[src/rtl/odt_sel_pkg.sv]
package odt_sel_pkg;
  localparam int NOM_W  = 3;
  localparam int WR_W   = 2;
  localparam int CODE_W = 3;

  typedef enum logic [CODE_W-1:0] {
    TERM_OFF   = 3'd0,
    TERM_RZQ2  = 3'd1,
    TERM_RZQ4  = 3'd2,
    TERM_RZQ6  = 3'd3,
    TERM_RZQ8  = 3'd4,
    TERM_RZQ12 = 3'd5
  } term_code_e;
endpackage

[src/rtl/odt_nom_decode.sv]
module odt_nom_decode
  import odt_sel_pkg::*;
(
  input  logic [NOM_W-1:0] nom_i,
  output term_code_e       code_o
);
  // field order {mr1[9], mr1[6], mr1[2]}; reserved codes map to off
  always_comb begin
    unique case (nom_i)
      3'b001:  code_o = TERM_RZQ4;
      3'b010:  code_o = TERM_RZQ2;
      3'b011:  code_o = TERM_RZQ6;
      3'b100:  code_o = TERM_RZQ12;
      3'b101:  code_o = TERM_RZQ8;
      default: code_o = TERM_OFF;
    endcase
  end
endmodule

[src/rtl/odt_wr_decode.sv]
module odt_wr_decode
  import odt_sel_pkg::*;
(
  input  logic [WR_W-1:0] wr_i,
  output term_code_e      code_o,
  output logic            en_o
);
  always_comb begin
    unique case (wr_i)
      2'b01:   code_o = TERM_RZQ4;
      2'b10:   code_o = TERM_RZQ2;
      default: code_o = TERM_OFF;
    endcase
    en_o = (code_o != TERM_OFF);
  end
endmodule

[src/rtl/odt_prio_sel.sv]
module odt_prio_sel
  import odt_sel_pkg::*;
(
  input  logic       ready_i,
  input  logic       rd_i,
  input  logic       wr_i,
  input  logic       odt_i,
  input  logic       dyn_en_i,
  input  term_code_e wr_code_i,
  input  term_code_e nom_code_i,
  output term_code_e code_o
);
  always_comb begin
    if (!ready_i)                   code_o = TERM_OFF;
    else if (rd_i)                  code_o = TERM_OFF;
    else if (!odt_i)                code_o = TERM_OFF;
    else if (wr_i && dyn_en_i)      code_o = wr_code_i;
    else                            code_o = nom_code_i;
  end
endmodule

[src/rtl/odt_term_sel.sv]
module odt_term_sel
  import odt_sel_pkg::*;
(
  input  logic              clk_i,
  input  logic              rst_ni,
  input  logic [NOM_W-1:0]  rtt_nom_i,
  input  logic [WR_W-1:0]   rtt_wr_i,
  input  logic              odt_i,
  input  logic              init_done_i,
  input  logic              calib_done_i,
  input  logic              self_refresh_i,
  input  logic              rd_burst_i,
  input  logic              wr_burst_i,
  output logic              term_en_o,
  output logic [CODE_W-1:0] term_code_o
);
  logic       ready;
  logic       dyn_en;
  logic       kill;
  term_code_e nom_code, wr_code, sel_code, sel_q;

  assign ready = init_done_i & calib_done_i & ~self_refresh_i;

  odt_nom_decode u_nom (.nom_i(rtt_nom_i), .code_o(nom_code));
  odt_wr_decode  u_wr  (.wr_i(rtt_wr_i), .code_o(wr_code), .en_o(dyn_en));

  odt_prio_sel u_prio (
    .ready_i   (ready),
    .rd_i      (rd_burst_i),
    .wr_i      (wr_burst_i),
    .odt_i     (odt_i),
    .dyn_en_i  (dyn_en),
    .wr_code_i (wr_code),
    .nom_code_i(nom_code),
    .code_o    (sel_code)
  );

  always_ff @(posedge clk_i or negedge rst_ni) begin
    if (!rst_ni) sel_q <= TERM_OFF;
    else         sel_q <= sel_code;
  end

  // live kill so a read or a state drop never sees a stale registered value
  assign kill        = rd_burst_i | ~ready;
  assign term_code_o = kill ? CODE_W'(TERM_OFF) : sel_q;
  assign term_en_o   = (term_code_o != CODE_W'(TERM_OFF));

  p_rd_off_r3: assert property (@(posedge clk_i) disable iff (!rst_ni)
    rd_burst_i |-> !term_en_o);

  p_not_ready_off_r4: assert property (@(posedge clk_i) disable iff (!rst_ni)
    (!init_done_i || !calib_done_i || self_refresh_i) |-> (term_code_o == '0));

  p_odt_low_off_r7: assert property (@(posedge clk_i) disable iff (!rst_ni)
    !odt_i |=> (sel_q == TERM_OFF));

  p_dyn_wr_r5: assert property (@(posedge clk_i) disable iff (!rst_ni)
    (ready && !rd_burst_i && odt_i && wr_burst_i && rtt_wr_i == 2'b10)
      |=> (sel_q == TERM_RZQ2));

  p_reserved_nom_r8: assert property (@(posedge clk_i) disable iff (!rst_ni)
    (!wr_burst_i && rtt_nom_i[2:1] == 2'b11) |=> (sel_q == TERM_OFF));
endmodule

[config.mk]
export PLATFORM = sky130hd
export DESIGN_NAME = odt_term_sel
export DESIGN_NICKNAME = d
export VERILOG_FILES = /design/src/rtl/odt_sel_pkg.sv /design/src/rtl/odt_nom_decode.sv /design/src/rtl/odt_wr_decode.sv /design/src/rtl/odt_prio_sel.sv /design/src/rtl/odt_term_sel.sv
export SDC_FILE = /design/constraint.sdc
export NUM_CORES = 1
export LEC_CHECK = 0
export ABC_CLOCK_PERIOD_IN_PS = 1300
export CORE_AREA = 2 2 39 41
export DETAILED_ROUTE_END_ITERATION = 12
export DIE_AREA = 0 0 41 43
export GPL_ROUTABILITY_DRIVEN = 0
export PLACE_DENSITY_LB_ADDON = 0.1
export SYNTH_ARGS = -nofsm -noshare
export SYNTH_HDL_FRONTEND = slang
export SYNTH_HIERARCHICAL = 1
export SYNTH_SLANG_ARGS = --single-unit
export TNS_END_PERCENT = 1
[constraint.sdc]
create_clock -name clk_i -period 1.3 [get_ports clk_i]
set_input_delay 0.39 -clock clk_i [delete_from_list [all_inputs] [get_ports clk_i]]
set_output_delay 0.39 -clock clk_i [all_outputs]
set_load 0.03 [all_outputs]
After elaboration in Yosys (flattened, before gate mapping)
Cells that the tools add are included.
{"block": "word_totals", "romBits": 0, "mem_bits_rw": 0, "latch_bits": 0, "mem_count": 0, "out_inout_bits": 4, "reg_bits": 3}
{"block": "op_classes", "n_mul": 0, "addsub": 0, "mux": 7, "div_mod_pow": 0, "reduce_logical": 3, "eq_ne": 7, "n_shift": 0, "bitwise_logic": 5, "n_lt_le_gt_ge": 0}
{"op": "3-bit 2-to-1 mux", "count": 5}
{"op": "3-bit one-hot mux with 5 select lines", "count": 1}
{"op": "3-bit by 2-bit == test with 1-bit output, second input constant", "count": 2}
{"op": "3-bit == test, second input constant", "count": 2}
{"op": "3-bit nonzero test", "count": 2}
{"op": "2-bit one-hot mux with 2 select lines", "count": 1}
{"op": "3-bit by 1-bit == test with 1-bit output, second input constant", "count": 1}
{"op": "1-bit AND", "count": 2}
{"op": "2-bit by 1-bit == test with 1-bit output, second input constant", "count": 1}
{"op": "2-bit == test, second input constant", "count": 1}
{"op": "1-bit inverter", "count": 2}
{"op": "1-bit logical AND", "count": 1}
{"op": "1-bit OR", "count": 1}

Longest topological paths before layout
Gate-level depths: netlist (run 1).
{"block": "logic_depth", "depth_word": 8, "ltp_mapped": 5, "depth_no_buf": 5}

Hierarchy
The synthesis (run 1) kept the hierarchy.
{"module": "odt_term_sel", "seq_area_each_um2": 75.1, "cells_each": 10, "instances": 1, "area_per_inst_um2": 123.9}
{"module": "odt_prio_sel", "seq_area_each_um2": 0.0, "cells_each": 10, "instances": 1, "area_per_inst_um2": 67.6}
{"module": "odt_wr_decode", "seq_area_each_um2": 0.0, "cells_each": 7, "instances": 1, "area_per_inst_um2": 47.5}
{"module": "odt_nom_decode", "seq_area_each_um2": 0.0, "cells_each": 4, "instances": 1, "area_per_inst_um2": 33.8}

Worst setup path after synthesis (run 1)
Ideal clock, no wire load.
{"block": "synth_path", "kind": "input -> output", "start": "input self_refresh_i", "end": "output term_code_o[0]", "slack_ps": -63, "t_arrival_ps": 973, "required_ps": 910, "path_buffers": 0, "path_stages": 2, "path_cell_list": "and4bb_1 and2_1"}
{"block": "synth_between", "elab_chain_cells": 5}
{"element": "from (decl)", "line": "odt_term_sel.sv:11", "rtl": "input logic self_refresh_i,"}
{"element": "1-bit inverter", "line": "odt_term_sel.sv:22", "rtl": "assign ready = init_done_i & calib_done_i & ~self_refresh_i;"}
{"element": "1-bit AND", "line": "odt_term_sel.sv:22"}
{"element": "1-bit inverter", "line": "odt_term_sel.sv:44", "rtl": "assign kill = rd_burst_i | ~ready;"}
{"element": "1-bit OR", "line": "odt_term_sel.sv:44"}
{"element": "3-bit 2-to-1 mux", "line": "odt_term_sel.sv:45", "rtl": "assign term_code_o = kill ? CODE_W'(TERM_OFF) : sel_q;"}
{"element": "to (decl)", "line": "odt_term_sel.sv:15", "rtl": "output logic [CODE_W-1:0] term_code_o"}
No other way between the ends.

Worst setup path after layout (run 1)
{"block": "layout_path", "start": "register sel_q[2]", "end": "output term_en_o"}
{"block": "layout_between", "elab_chain_cells": 2}
{"element": "from (decl)", "line": "odt_term_sel.sv:20", "rtl": "term_code_e nom_code, wr_code, sel_code, sel_q;"}
{"element": "from (signal assigned)", "line": "odt_term_sel.sv:40", "rtl": "else sel_q <= sel_code;"}
{"element": "3-bit 2-to-1 mux", "line": "odt_term_sel.sv:45"}
{"element": "3-bit nonzero test", "line": "odt_term_sel.sv:46", "rtl": "assign term_en_o = (term_code_o != CODE_W'(TERM_OFF));"}
{"element": "to (decl)", "line": "odt_term_sel.sv:14", "rtl": "output logic term_en_o,"}
No other way between the ends.

==> results of run 1 <==
power by group through the flow:
stage	Combinational [uW]	Sequential, uW	Clock, uW
after floorplan	30.7	96.0	0
after global placement	75.5	96.1	0
after detailed placement	77.9	96.1	0
after CTS	71.5	95.0	166
after global routing	77.4	94.9	176
final	71.0	95.0	159
layout by cell type, fill, tap and decap left out, types with 2 or more instances in the layout:
master and n:
inv_1 2, nand3_1 3, buf_6 5, a21bo_1 3, ha_1 2, clkdlybuf4s50_1 4
dfrtp_1 3, clkbuf_4 3, buf_2 3, dlygate4sd2_1 4, nor2_1 2, a21oi_1 2
and2_1 2
stage by stage:
step	power (uW)	util (%)	instances	TNS, ns	worst slack [ns]
after global routing	348	34.1	67	-0.778	-0.206
after global placement	172	32.1	63	-3.09	-0.531
after CTS	333	34.1	67	-0.658	-0.181
final	325	34.1	67	-0.658	-0.170
after detailed placement	174	32.1	63	-3.21	-0.544
after floorplan	127	-	31	-0.127	-0.0632
what timing repair did:
| action | 4_1_cts | 5_1_grt |
|---|---|---|
| pin swaps | 6 | 0 |
| hold endpoints to repair | 0 | 0 |
| gates resized for setup | 25 | 0 |
| endpoints found under the setup margin | 7 | 4 |
path summary, 6_finish.rpt:
path | slack [ns] | from | end
max | -0.17 | sel_q[2] | term_en_o
min | 0.34 | rst_ni | sel_q[1]
max in group asynchronous | 0.82 | rst_ni | sel_q[0]
min in group clk_i | 0.48 | rd_burst_i | sel_q[0]
metal layers:
metal	vias to the layer above	GRT usage (%)
met5	-	0
met4	0	8.00
met3	0	0.524
met2	9	14.4
met1	119	5.14
li1	142	-
cell type report:
type                    count  area share (%)
multi-input cells          24            39.3
repair buffers             17            32.6
well taps                  16            4.24
flip-flops and latches      3            15.9
clock buffers               4            5.57
inverters                   3            2.39
kinds of logic (layout without fill, tap and decap cells):
| logic type | Yosys count | in the layout | synth area share, % |
|---|---|---|---|
| and+or+nand+nor | 13 | 13 | 29.4 |
| AOI/OAI and AO/OA | 7 | 7 | 20.2 |
| buffers and inverters | 4 | 24 | 6.88 |
| DFF | 3 | 3 | 27.5 |
| adders and majority gates | 2 | 2 | 9.17 |
| other | 1 | 1 | 1.37 |
| muxes | 1 | 1 | 5.50 |
critical path: cells and delay by family (launching register included):
kind / cells / cell delay (ns)
compound gates: 1 / 0.35
flops: 1 / 0.37
buf+inv: 1 / 0.14
==> impl_results.md, run 1 <==
* Outcome: complete, but fails checks
* Failing checks: setup timing
* Final hold vios at 0
* Yosys top cell by area: dfrtp_1
* Initial DRC count at 3
* Final Instance Area at 472 um2
* Die ar. at 1760 um2
* PD cells at 689 nW/um2
* Tot GR Track Use at about 7.5%
* Synth Flop Type: dfrtp_1
* Max-Cap Viols at 0
* Sequential element share of the synthesized area at 27.5%
* Syn Area/Cell at ~8.8 um2
* Highest routed layer: met3
* Inserted Diodes at 0
* Net Sw Frac at 22.2%
* Crit-path max FO at 2
* Final WS setup at -0.170 ns
* Final wirelength at ~560 um
* Hold_ws at between 0.3 and 0.4 ns
* Fillcell total at 154
* Hold_buf cts at 0
* Ys async rst share at 100%
* Clock group share of total power at 48.9%
* TritonCTS clock tree: done
* Die Span Y at 43 um
* Static leakage at 0.000237 uW
* Number of port buffers at 16
* Hold Path Class: in2async
* Final setup viols at 4
* Yosys warns at 6
* Critical-path cell list: o31a_2 > buf_6
* Top-Level Pins at 17
* Avg Vias per Cell at 4.03
* Post-Syn Instances at 31
* Drt wl/cell at 8.30 um
* Number of synthesized flops with an enable pin at 0
* Crit start category: register
* Register share of total power at 29.2%
* Combinational power share at a little over a fifth
* Mapped Area at between 200 and 300 um2
* Initial antenna violation count at 0
* RSZ-0062 raised after global routing: yes
* Max incr delay on CP at between 0.3 and 0.4 ns
* Max VDD drop at 195 uV
* Req. time, crit path at 0.91 ns
* Setup Fix Bufs, Post-CTS at 0
* Met1 Wirelength at 185 um
* Multi-input gate area at 185 um2
* Antenna viol nets, final at 0
* Critical path data arrival time at 1.08 ns
* Sequential Area at 75.1 um2
* Max H-tree Level at 1
* Synth Register Bits at 3
* Layout cells sized above 1 at between 30% and 40%
* CTS root buffer: clkbuf_4
* CTS Sinks at 3
* Drt pass-1 iters at 2
* Die W at roughly 41 um
* Area contributors post-synth: dfrtp_1 28%, a21bo_1 11%, ha_1 9.2%
* Max FFs per register at 3
* GR Overflow Total at 0
* Core area at roughly 1400 um2
* First-pass GRT wire length at 883 um
* Mapped Nets at 46
* Starting density of the core at 19.7%
* Final period util at 113%
* Slowest cell on crit path: dfrtp_1
* Number of CTS-inserted buffers at 3
* Fin nets at 67
* Vias in the first global route at between 200 and 300
* Critical Path Sink Type: primary output
* Biggest register: sel_q
* Min cycle time layout at 1.47 ns
* Int Pwr at 253 uW
* Cell Area, Placed at between 400 and 500 um2
* Fin. max-slew vios at 0
* Yosys cell types at 17
* Via count at 270
* Rows at 14
* Largest regs: sel_q: 3 flops
* Largest net degree at the start of global routing at 7
* Post-synth top area share at 27.5%
* Residual DRC at 0
* Fmax at ~680 MHz
* Clock-pin slew on the worst setup and hold paths at 0.04 ns
* WL met3 at 41 um
* Layout area overhead at 72.9%
* Net Switching at around 72 uW
* Clock buffer depth at 2
* WS Path Type: reg2out
* Placed wire-length estimate at 484 um
* DR WL met2 at 329 um
(Power assumes the default switching activity.)
==> run 2: changes to the inputs <==
- CTS_CLUSTER_DIAMETER: not set -> 50
==> results of run 2 <==
Same layout as run 1: the final DEF is identical, and so are final timing and power.
